**config.mk**
```make
export PLATFORM = sky130hd
export DESIGN_NAME = bcn_sync_timer
export DESIGN_NICKNAME = d
export VERILOG_FILES = /design/src/rtl/bst_pkg.sv /design/src/rtl/bst_prescaler.sv /design/src/rtl/bst_tsf.sv /design/src/rtl/bst_countdown.sv /design/src/rtl/bst_atim.sv /design/src/rtl/bcn_sync_timer.sv
export SDC_FILE = /design/constraint.sdc
export NUM_CORES = 1
export LEC_CHECK = 0
export BUFFER_PORTS_ARGS = -buffer_cell sky130_fd_sc_hd__clkbuf_2
export CAP_MARGIN = 20
export CORE_UTILIZATION = 50
export DETAILED_ROUTE_END_ITERATION = 10
export GPL_TIMING_DRIVEN = 0
export PLACE_DENSITY = 0.69
export SLEW_MARGIN = 20
export SYNTH_ARGS = -nofsm -noshare
export SYNTH_HDL_FRONTEND = slang
export SYNTH_SLANG_ARGS = --single-unit
```
**constraint.sdc**
```tcl
create_clock -name clk_i -period 4.95 [get_ports clk_i]
set_input_delay 1.2375 -clock clk_i [delete_from_list [all_inputs] [get_ports clk_i]]
set_output_delay 1.2375 -clock clk_i [all_outputs]
set_load 0.005 [all_outputs]
```
**src/rtl/bst_pkg.sv**
```systemverilog
package bst_pkg;
  localparam int DW    = 32;
  localparam int TSF_W = 2 * DW;
  localparam int AW    = 3;

  localparam logic [AW-1:0] ADDR_CTRL  = 3'd0;
  localparam logic [AW-1:0] ADDR_PRESC = 3'd1;
  localparam logic [AW-1:0] ADDR_BCN   = 3'd2;
  localparam logic [AW-1:0] ADDR_ATIM  = 3'd3;
  localparam logic [AW-1:0] ADDR_TSFLO = 3'd4;
  localparam logic [AW-1:0] ADDR_TSFHI = 3'd5;
  localparam logic [AW-1:0] ADDR_STAT  = 3'd6;

  localparam int CTRL_TSF_EN = 0;
  localparam int CTRL_SYNC_L = 1;
  localparam int CTRL_BCN_EN = 3;

  typedef enum logic [1:0] {
    SYNC_OFF   = 2'd0,
    SYNC_INFRA = 2'd1,
    SYNC_ADHOC = 2'd2
  } sync_mode_e;
endpackage

```
**src/rtl/bst_prescaler.sv**
```systemverilog
module bst_prescaler #(
  parameter int DIV_W = 8
) (
  input  logic             clk_i,
  input  logic             rst_ni,
  input  logic             clear_i,
  input  logic [DIV_W-1:0] us_div_i,
  input  logic [DIV_W-1:0] step_div_i,
  output logic             us_tick_o,
  output logic             step_tick_o
);
  logic [DIV_W-1:0] us_cnt_q, step_cnt_q;
  logic [DIV_W-1:0] us_lim, step_lim;
  logic us_last, step_last;

  // a divider of 0 behaves as 1
  assign us_lim    = (us_div_i == '0)   ? '0 : us_div_i - 1'b1;
  assign step_lim  = (step_div_i == '0) ? '0 : step_div_i - 1'b1;
  assign us_last   = (us_cnt_q >= us_lim);
  assign step_last = (step_cnt_q >= step_lim);

  assign us_tick_o   = us_last & ~clear_i;
  assign step_tick_o = us_tick_o & step_last;

  always_ff @(posedge clk_i or negedge rst_ni) begin
    if (!rst_ni) begin
      us_cnt_q   <= '0;
      step_cnt_q <= '0;
    end else if (clear_i) begin
      us_cnt_q   <= '0;
      step_cnt_q <= '0;
    end else if (us_last) begin
      us_cnt_q   <= '0;
      step_cnt_q <= step_last ? '0 : step_cnt_q + 1'b1;
    end else begin
      us_cnt_q <= us_cnt_q + 1'b1;
    end
  end
endmodule

```
**src/rtl/bst_tsf.sv**
```systemverilog
module bst_tsf #(
  parameter int W = 64
) (
  input  logic         clk_i,
  input  logic         rst_ni,
  input  logic         load_i,
  input  logic [W-1:0] load_val_i,
  input  logic         en_i,
  input  logic         tick_i,
  output logic [W-1:0] tsf_o
);
  logic [W-1:0] tsf_q;

  always_ff @(posedge clk_i or negedge rst_ni) begin
    if (!rst_ni)              tsf_q <= '0;
    else if (load_i)          tsf_q <= load_val_i;
    else if (en_i && tick_i)  tsf_q <= tsf_q + 1'b1;
  end

  assign tsf_o = tsf_q;
endmodule

```
**src/rtl/bst_countdown.sv**
```systemverilog
module bst_countdown #(
  parameter int              W     = 16,
  parameter logic [W-1:0]    RST_V = '0
) (
  input  logic         clk_i,
  input  logic         rst_ni,
  input  logic         start_i,
  input  logic [W-1:0] preload_i,
  input  logic [W-1:0] reload_i,
  input  logic         en_i,
  input  logic         tick_i,
  output logic [W-1:0] cnt_o,
  output logic         expire_now_o,
  output logic         expire_o
);
  logic [W-1:0] cnt_q;
  logic         exp_q;

  assign expire_now_o = en_i & tick_i & ~start_i & (cnt_q <= W'(1));

  always_ff @(posedge clk_i or negedge rst_ni) begin
    if (!rst_ni) begin
      cnt_q <= RST_V;
      exp_q <= 1'b0;
    end else begin
      exp_q <= expire_now_o;
      if (start_i)           cnt_q <= preload_i;
      else if (expire_now_o) cnt_q <= reload_i;
      else if (en_i && tick_i) cnt_q <= cnt_q - 1'b1;
    end
  end

  assign cnt_o    = cnt_q;
  assign expire_o = exp_q;
endmodule

```
**src/rtl/bst_atim.sv**
```systemverilog
module bst_atim #(
  parameter int W = 16
) (
  input  logic         clk_i,
  input  logic         rst_ni,
  input  logic         trig_i,
  input  logic [W-1:0] dur_i,
  input  logic         tick_i,
  output logic         open_o,
  output logic         end_o
);
  logic [W-1:0] cnt_q;
  logic         open_q, end_q;

  always_ff @(posedge clk_i or negedge rst_ni) begin
    if (!rst_ni) begin
      cnt_q  <= '0;
      open_q <= 1'b0;
      end_q  <= 1'b0;
    end else begin
      end_q <= 1'b0;
      if (trig_i) begin
        // a new beacon restarts the window
        open_q <= (dur_i != '0);
        cnt_q  <= dur_i;
      end else if (open_q && tick_i) begin
        if (cnt_q <= W'(1)) begin
          open_q <= 1'b0;
          end_q  <= 1'b1;
          cnt_q  <= '0;
        end else begin
          cnt_q <= cnt_q - 1'b1;
        end
      end
    end
  end

  assign open_o = open_q;
  assign end_o  = end_q;
endmodule

```
**src/rtl/bcn_sync_timer.sv**
```systemverilog
module bcn_sync_timer
  import bst_pkg::*;
#(
  parameter int              DIV_W       = 8,
  parameter int              STEP_W      = 16,
  parameter logic [DIV_W-1:0] RST_US_DIV   = 8'd50,
  parameter logic [DIV_W-1:0] RST_STEP_DIV = 8'd64,
  parameter logic [STEP_W-1:0] RST_IVAL    = 16'd1600
) (
  input  logic          clk_i,
  input  logic          rst_ni,
  input  logic          we_i,
  input  logic          re_i,
  input  logic [AW-1:0] addr_i,
  input  logic [DW-1:0] wdata_i,
  output logic [DW-1:0] rdata_o,
  output logic          bcn_pulse_o,
  output logic          atim_pulse_o,
  output logic          atim_open_o
);
  localparam int HI_W    = TSF_W - DW;
  localparam int PRESC_P = DW - 2 * DIV_W;
  localparam int STAT_P  = DW - STEP_W - 1;
  localparam int ATIM_P  = DW - STEP_W;

  logic             tsf_en, bcn_en;
  sync_mode_e       sync_q;
  logic [DIV_W-1:0] us_div_q, step_div_q;
  logic [STEP_W-1:0] ival_q, preload_q, atim_dur_q;
  logic [DW-1:0]    lo_stage_q;
  logic [HI_W-1:0]  hi_shadow_q;

  logic wr_ctrl, wr_presc, wr_bcn, wr_atim, wr_lo;
  logic tsf_load, bcn_start, rd_lo;
  logic [TSF_W-1:0] load_val, tsf;
  logic us_tick, step_tick;
  logic [STEP_W-1:0] bcn_cnt;
  logic bcn_now;

  assign wr_ctrl   = we_i && (addr_i == ADDR_CTRL);
  assign wr_presc  = we_i && (addr_i == ADDR_PRESC);
  assign wr_bcn    = we_i && (addr_i == ADDR_BCN);
  assign wr_atim   = we_i && (addr_i == ADDR_ATIM);
  assign wr_lo     = we_i && (addr_i == ADDR_TSFLO);
  assign tsf_load  = we_i && (addr_i == ADDR_TSFHI);
  assign rd_lo     = re_i && (addr_i == ADDR_TSFLO);
  assign bcn_start = wr_ctrl && wdata_i[CTRL_BCN_EN] && !bcn_en;
  assign load_val  = {wdata_i[HI_W-1:0], lo_stage_q};

  always_ff @(posedge clk_i or negedge rst_ni) begin
    if (!rst_ni) begin
      tsf_en      <= 1'b0;
      bcn_en      <= 1'b0;
      sync_q      <= SYNC_OFF;
      us_div_q    <= RST_US_DIV;
      step_div_q  <= RST_STEP_DIV;
      ival_q      <= RST_IVAL;
      preload_q   <= RST_IVAL;
      atim_dur_q  <= '0;
      lo_stage_q  <= '0;
      hi_shadow_q <= '0;
    end else begin
      if (wr_ctrl) begin
        tsf_en <= wdata_i[CTRL_TSF_EN];
        bcn_en <= wdata_i[CTRL_BCN_EN];
        sync_q <= sync_mode_e'(wdata_i[CTRL_SYNC_L +: 2]);
      end
      if (wr_presc) begin
        us_div_q   <= wdata_i[DIV_W-1:0];
        step_div_q <= wdata_i[2*DIV_W-1:DIV_W];
      end
      if (wr_bcn) begin
        ival_q    <= wdata_i[STEP_W-1:0];
        preload_q <= wdata_i[DW-1:DW-STEP_W];
      end
      if (wr_atim) atim_dur_q <= wdata_i[STEP_W-1:0];
      if (wr_lo)   lo_stage_q <= wdata_i;
      if (rd_lo)   hi_shadow_q <= tsf[TSF_W-1:DW];
    end
  end

  bst_prescaler #(.DIV_W(DIV_W)) u_presc (
    .clk_i      (clk_i),
    .rst_ni     (rst_ni),
    .clear_i    (tsf_load),
    .us_div_i   (us_div_q),
    .step_div_i (step_div_q),
    .us_tick_o  (us_tick),
    .step_tick_o(step_tick)
  );

  bst_tsf #(.W(TSF_W)) u_tsf (
    .clk_i     (clk_i),
    .rst_ni    (rst_ni),
    .load_i    (tsf_load),
    .load_val_i(load_val),
    .en_i      (tsf_en),
    .tick_i    (us_tick),
    .tsf_o     (tsf)
  );

  bst_countdown #(.W(STEP_W), .RST_V(RST_IVAL)) u_bcn (
    .clk_i       (clk_i),
    .rst_ni      (rst_ni),
    .start_i     (bcn_start),
    .preload_i   (preload_q),
    .reload_i    (ival_q),
    .en_i        (bcn_en),
    .tick_i      (step_tick),
    .cnt_o       (bcn_cnt),
    .expire_now_o(bcn_now),
    .expire_o    (bcn_pulse_o)
  );

  bst_atim #(.W(STEP_W)) u_atim (
    .clk_i (clk_i),
    .rst_ni(rst_ni),
    .trig_i(bcn_now),
    .dur_i (atim_dur_q),
    .tick_i(step_tick),
    .open_o(atim_open_o),
    .end_o (atim_pulse_o)
  );

  always_comb begin
    rdata_o = '0;
    if (re_i) begin
      unique case (addr_i)
        ADDR_CTRL:  rdata_o = DW'({bcn_en, sync_q, tsf_en});
        ADDR_PRESC: rdata_o = {{PRESC_P{1'b0}}, step_div_q, us_div_q};
        ADDR_BCN:   rdata_o = {preload_q, ival_q};
        ADDR_ATIM:  rdata_o = {{ATIM_P{1'b0}}, atim_dur_q};
        ADDR_TSFLO: rdata_o = tsf[DW-1:0];
        ADDR_TSFHI: rdata_o = hi_shadow_q;
        ADDR_STAT:  rdata_o = {bcn_cnt, {STAT_P{1'b0}}, atim_open_o};
        default:    rdata_o = '0;
      endcase
    end
  end
endmodule

```
==> flow_metrics.py <==
metrics = {
    "outcome": {
        "outcome": "finished clean",
    },
    "die": {
        "ios": 74,
        "dieWidth_um": 167,
        "fp.dieArea_um2": 27900,
        "rows": 60,
        "die_y_um": 167,
        "initial_core_util_pct": 50.8,
        "core_region_area_um2": 26800,
    },
    "placed_design": {
        "place_area_um2": 14500,
        "io_buffers": 71,
        "gp_congestion": 0.980,
        "placed_cells_incl_taps": 1782,
        "dp_slack_ns": 0.258,
        "hpwl_um": 31800,
    },
    "synth": {
        "yosysSeqAreaShare_pct": 45.5,
        "synth_top_area_cell": "dfrtp_1",
        "synth_edf_count": 0,
        "synth_area_leaders": "dfrtp_1 (43%), mux2_2 (11%), xnor2_1 (3.7%), nand2_1 (3.3%), o21ai_0 (3.3%)",
        "yosysWarningCount": 0,
        "synthCells": 1368,
        "ys_ff_latch": 247,
        "ys_async_sr_fraction_pct": 100,
        "netlist-cell-type-count": 66,
        "synth_nets": 1432,
        "synth-main-ff-cell": "dfrtp_1",
        "syn_avg_cell_area_um2": 9.95,
        "syn-cell-area_um2": 13600,
        "synth_top_area_share_pct": 43.0,
    },
    "critical_path": {
        "critPathLaunchType": "input pin",
        "crit_slowest_cell": "clkbuf_1",
        "critPathRequiredTime_ns": 3.71,
        "cp.depth": 9,
        "r2r.worst_path.cells": 12,
        "cp_max_fo": 10,
        "rr_startpoint": "us_div_q[3]",
        "path_buf_inv": 4,
        "crit_arrival_ns": 3.51,
        "cp_cell_sequence": "clkbuf_1 -> buf_1 -> clkbuf_1 -> o21ai_0 -> a22oi_1 -> o22ai_1 -> a21oi_1 -> nor2_1 -> clkbuf_2",
        "crit_type": "input pin to output pin",
        "startpoint": "addr_i[0]",
        "critical_path.most_common_cell": "clkbuf_1",
        "cp_slowest_stage_delay_ns": 0.50,
        "endpoint_kind": "output pin",
        "critical_path.top_delay_family": "buffers and inverters",
    },
    "finish": {
        "fill_cells": 2339,
        "nNetsFinal": 1535,
        "syn_to_final_growth_pct": 13.4,
        "fin_cells": 1834,
        "regArea_um2": 6200,
        "antenna_cells": 0,
        "drive_gt1_share_pct": 19.2,
        "fin_area_um2": 15400,
        "multi_input_area_um2": 7000,
    },
    "clock_tree": {
        "cts_tree": "built",
        "cts-buffers-inserted": 28,
        "clk_latency_ns": 0.56,
        "cts_root_buf": "clkbuf_16",
        "htree_levels": 1,
        "post_cts_buffers": 0,
        "path_clk_slew_ns": 0.05,
        "hold_buffers": 0,
        "cts_sinks": 247,
        "cts_buffer_depth": 3,
    },
    "power_and_ir_drop": {
        "leakage_nw": 6.15,
        "ir_drop_mv": 0.298,
        "power_mw": 7.13,
        "p_per_area_nw_per_um2": 462,
    },
    "sta": {
        "fin_ws_ns": 0.205,
        "hold_violations": 0,
        "tightest_slew_ns": 1.03,
        "setup_violations": 0,
        "fmax_ghz": 0.211,
        "finalCritPeriodShare_pct": 95.9,
        "min_period_ns": 4.74,
        "rsz0062_at_grt": "no",
        "slew_viol_final": 0,
        "fin_worst_skew_ns": 0.0107,
        "slew-limit-headroom_pct": 31.2,
    },
    "detailed_routing": {
        "dr_wl_met2_um": 18500,
        "top_layer": "met4",
        "route.detailed.drc": 0,
        "wl_met1_um": 18600,
        "drt-vias-per-instance": 6.29,
        "met3_length_um": 3940,
        "ant_nets": 0,
        "vias": 11500,
        "post_drt_wl_per_cell_um": 23.3,
        "drt_iter0_markers": 1468,
        "dr.pass1.iters": 6,
        "finalWirelength_um": 42700,
    },
    "grt": {
        "antenna_found_initial": 0,
        "grt-ovfl-total": 0,
        "grt_util_all_layers_pct": 31.0,
        "first_global_vias": 11100,
        "grt_max_degree": 93,
        "grt_pass1_wl_um": 65600,
    },
    "hold_path": {
        "min_from": "lo_stage_q[21]",
        "holdCritPathClass": "register to register",
        "holdPathStages": 2,
    },
    "flow_run": {
        "max-cap-violations": 0,
    },
}
## flip-flops by register name, summed over array words and instances, names as in the netlist, 16 cells and up
register,count
u_tsf.tsf_o,64
lo_stage_q,32
ival_q,16
atim_dur_q,16
u_atim.cnt_q,16
preload_q,16
u_bcn.cnt_o,16
hi_shadow_q,32
## cell families after synthesis
logic type	after synthesis	synth area share, %
muxes	153	12.5
AOI/OAI and AO/OA	279	13.0
DFF	247	45.5
xor gates and xnor gates	86	5.53
and+or+nand+nor	471	18.0
buffers and inverters	107	3.11
adders and majority gates	25	2.30
## worst paths after layout
path / to / slack (ns)
max in group asynchronous: u_tsf.tsf_o[22] / 3.35
hold / removal: u_tsf.tsf_o[21] / 0.48
setup reg to reg: u_bcn.cnt_o[13] / 0.37
setup / recovery: rdata_o[0] / 0.21
min in group asynchronous: u_atim.cnt_q[4] / 0.69
hold reg to reg: u_tsf.tsf_o[21] / 0.48
## synth_stat cells (5+ instances only)
master    number
a21oi_1       66
inv_1         20
a31oi_1        7
xnor2_1       58
buf_1         15
nand2_1      120
and3_1        15
nor3_1        46
dfrtp_1      234
nand4_1       34
a221o_1       15
clkbuf_1      65
nor4_1        27
o21a_1         9
nor3b_1        7
ha_1          25
and2_1        11
dfstp_2       13
nor2_1       101
a211oi_1       9
nand3_1       41
a222oi_1       5
o21ai_0       90
mux2_2       130
mux2i_1       22
nand2b_1       8
or3_1         14
o22ai_1        5
nor4b_1        9
or4_1          9
a22oi_1       48
xor2_1        28
nor2b_1        7
## layer usage
metal / up-vias / track usage [%]
li1: 5217 / -
met1: 5663 / 45.2
met2: 560 / 46.0
met3: 100 / 4.92
met4: 0 / 12.2
met5: - / 0
## power breakdown
part	leakage [nW]	switching, mW	internal (mW)	total, mW
Clock	0.469	0.859	1.30	2.16
Sequential	3.00	0.651	2.53	3.18
Combinational	2.68	0.988	0.799	1.79
## through the flow
stage	hold WS, ns	TNS (ns)	utilization [%]
global placement	0.457	-561.37	53.7
finish	0.478	0	57.6
global route	0.495	0	57.6
floorplan	0.446	0	-
detailed placement	0.466	0	54.0
CTS	0.483	0	57.6
## worst reg2reg max path, stage by stage (launching register included)
cell	delay, ns
dfrtp_1	0.47
or3_1	0.42
nor4_1	0.43
a21oi_1	0.17
ha_1	0.29
nand2b_1	0.08
a2111oi_0	0.12
o31ai_1	0.62
clkbuf_1	0.67
nand3_1	0.47
clkbuf_1	0.35
a211oi_1	0.27
a221o_1	0.14
## repair_timing
action / 4_1_cts / 5_1_grt
resized for setup: 0 / 1
endpoints found under the hold margin: 0 / 0
endpoints found under the setup margin: 0 / 2
## cell type report
class	instances	share of cell area [%]
Multi-Input combinational cell	1014	45.4
Inverter	20	0.487
Buffer	87	2.26
Timing Repair Buffer	73	2.72
Tap cell	341	2.76
Clock buffer	42	5.34
Clock inverter	10	0.916
Sequential cell	247	40.2
## cells in the final DEF, fill, tap and decap left out, types with 8 or more instances in the layout
cell and count:
mux2i_1 22, mux2_2 130, nor3_1 46, nor4_1 27
o21ai_0 90, and3_1 15, a221o_1 15, a211oi_1 9
dfrtp_1 234, a22oi_1 48, and2_1 11, inv_1 20
or3_1 14, nand2b_1 8, a21oi_1 66, nor4b_1 8
nand4_1 34, or4_1 9, xnor2_1 58, o21a_1 9
nand3_1 41, nor2_1 101, clkbuf_1 72, ha_1 25
clkbuf_16 28, buf_1 14, clkbuf_8 8, clkbuf_2 72
dfstp_2 13, nand2_1 120, xor2_1 28
Note: power is estimated with default switching activity, not from simulation.
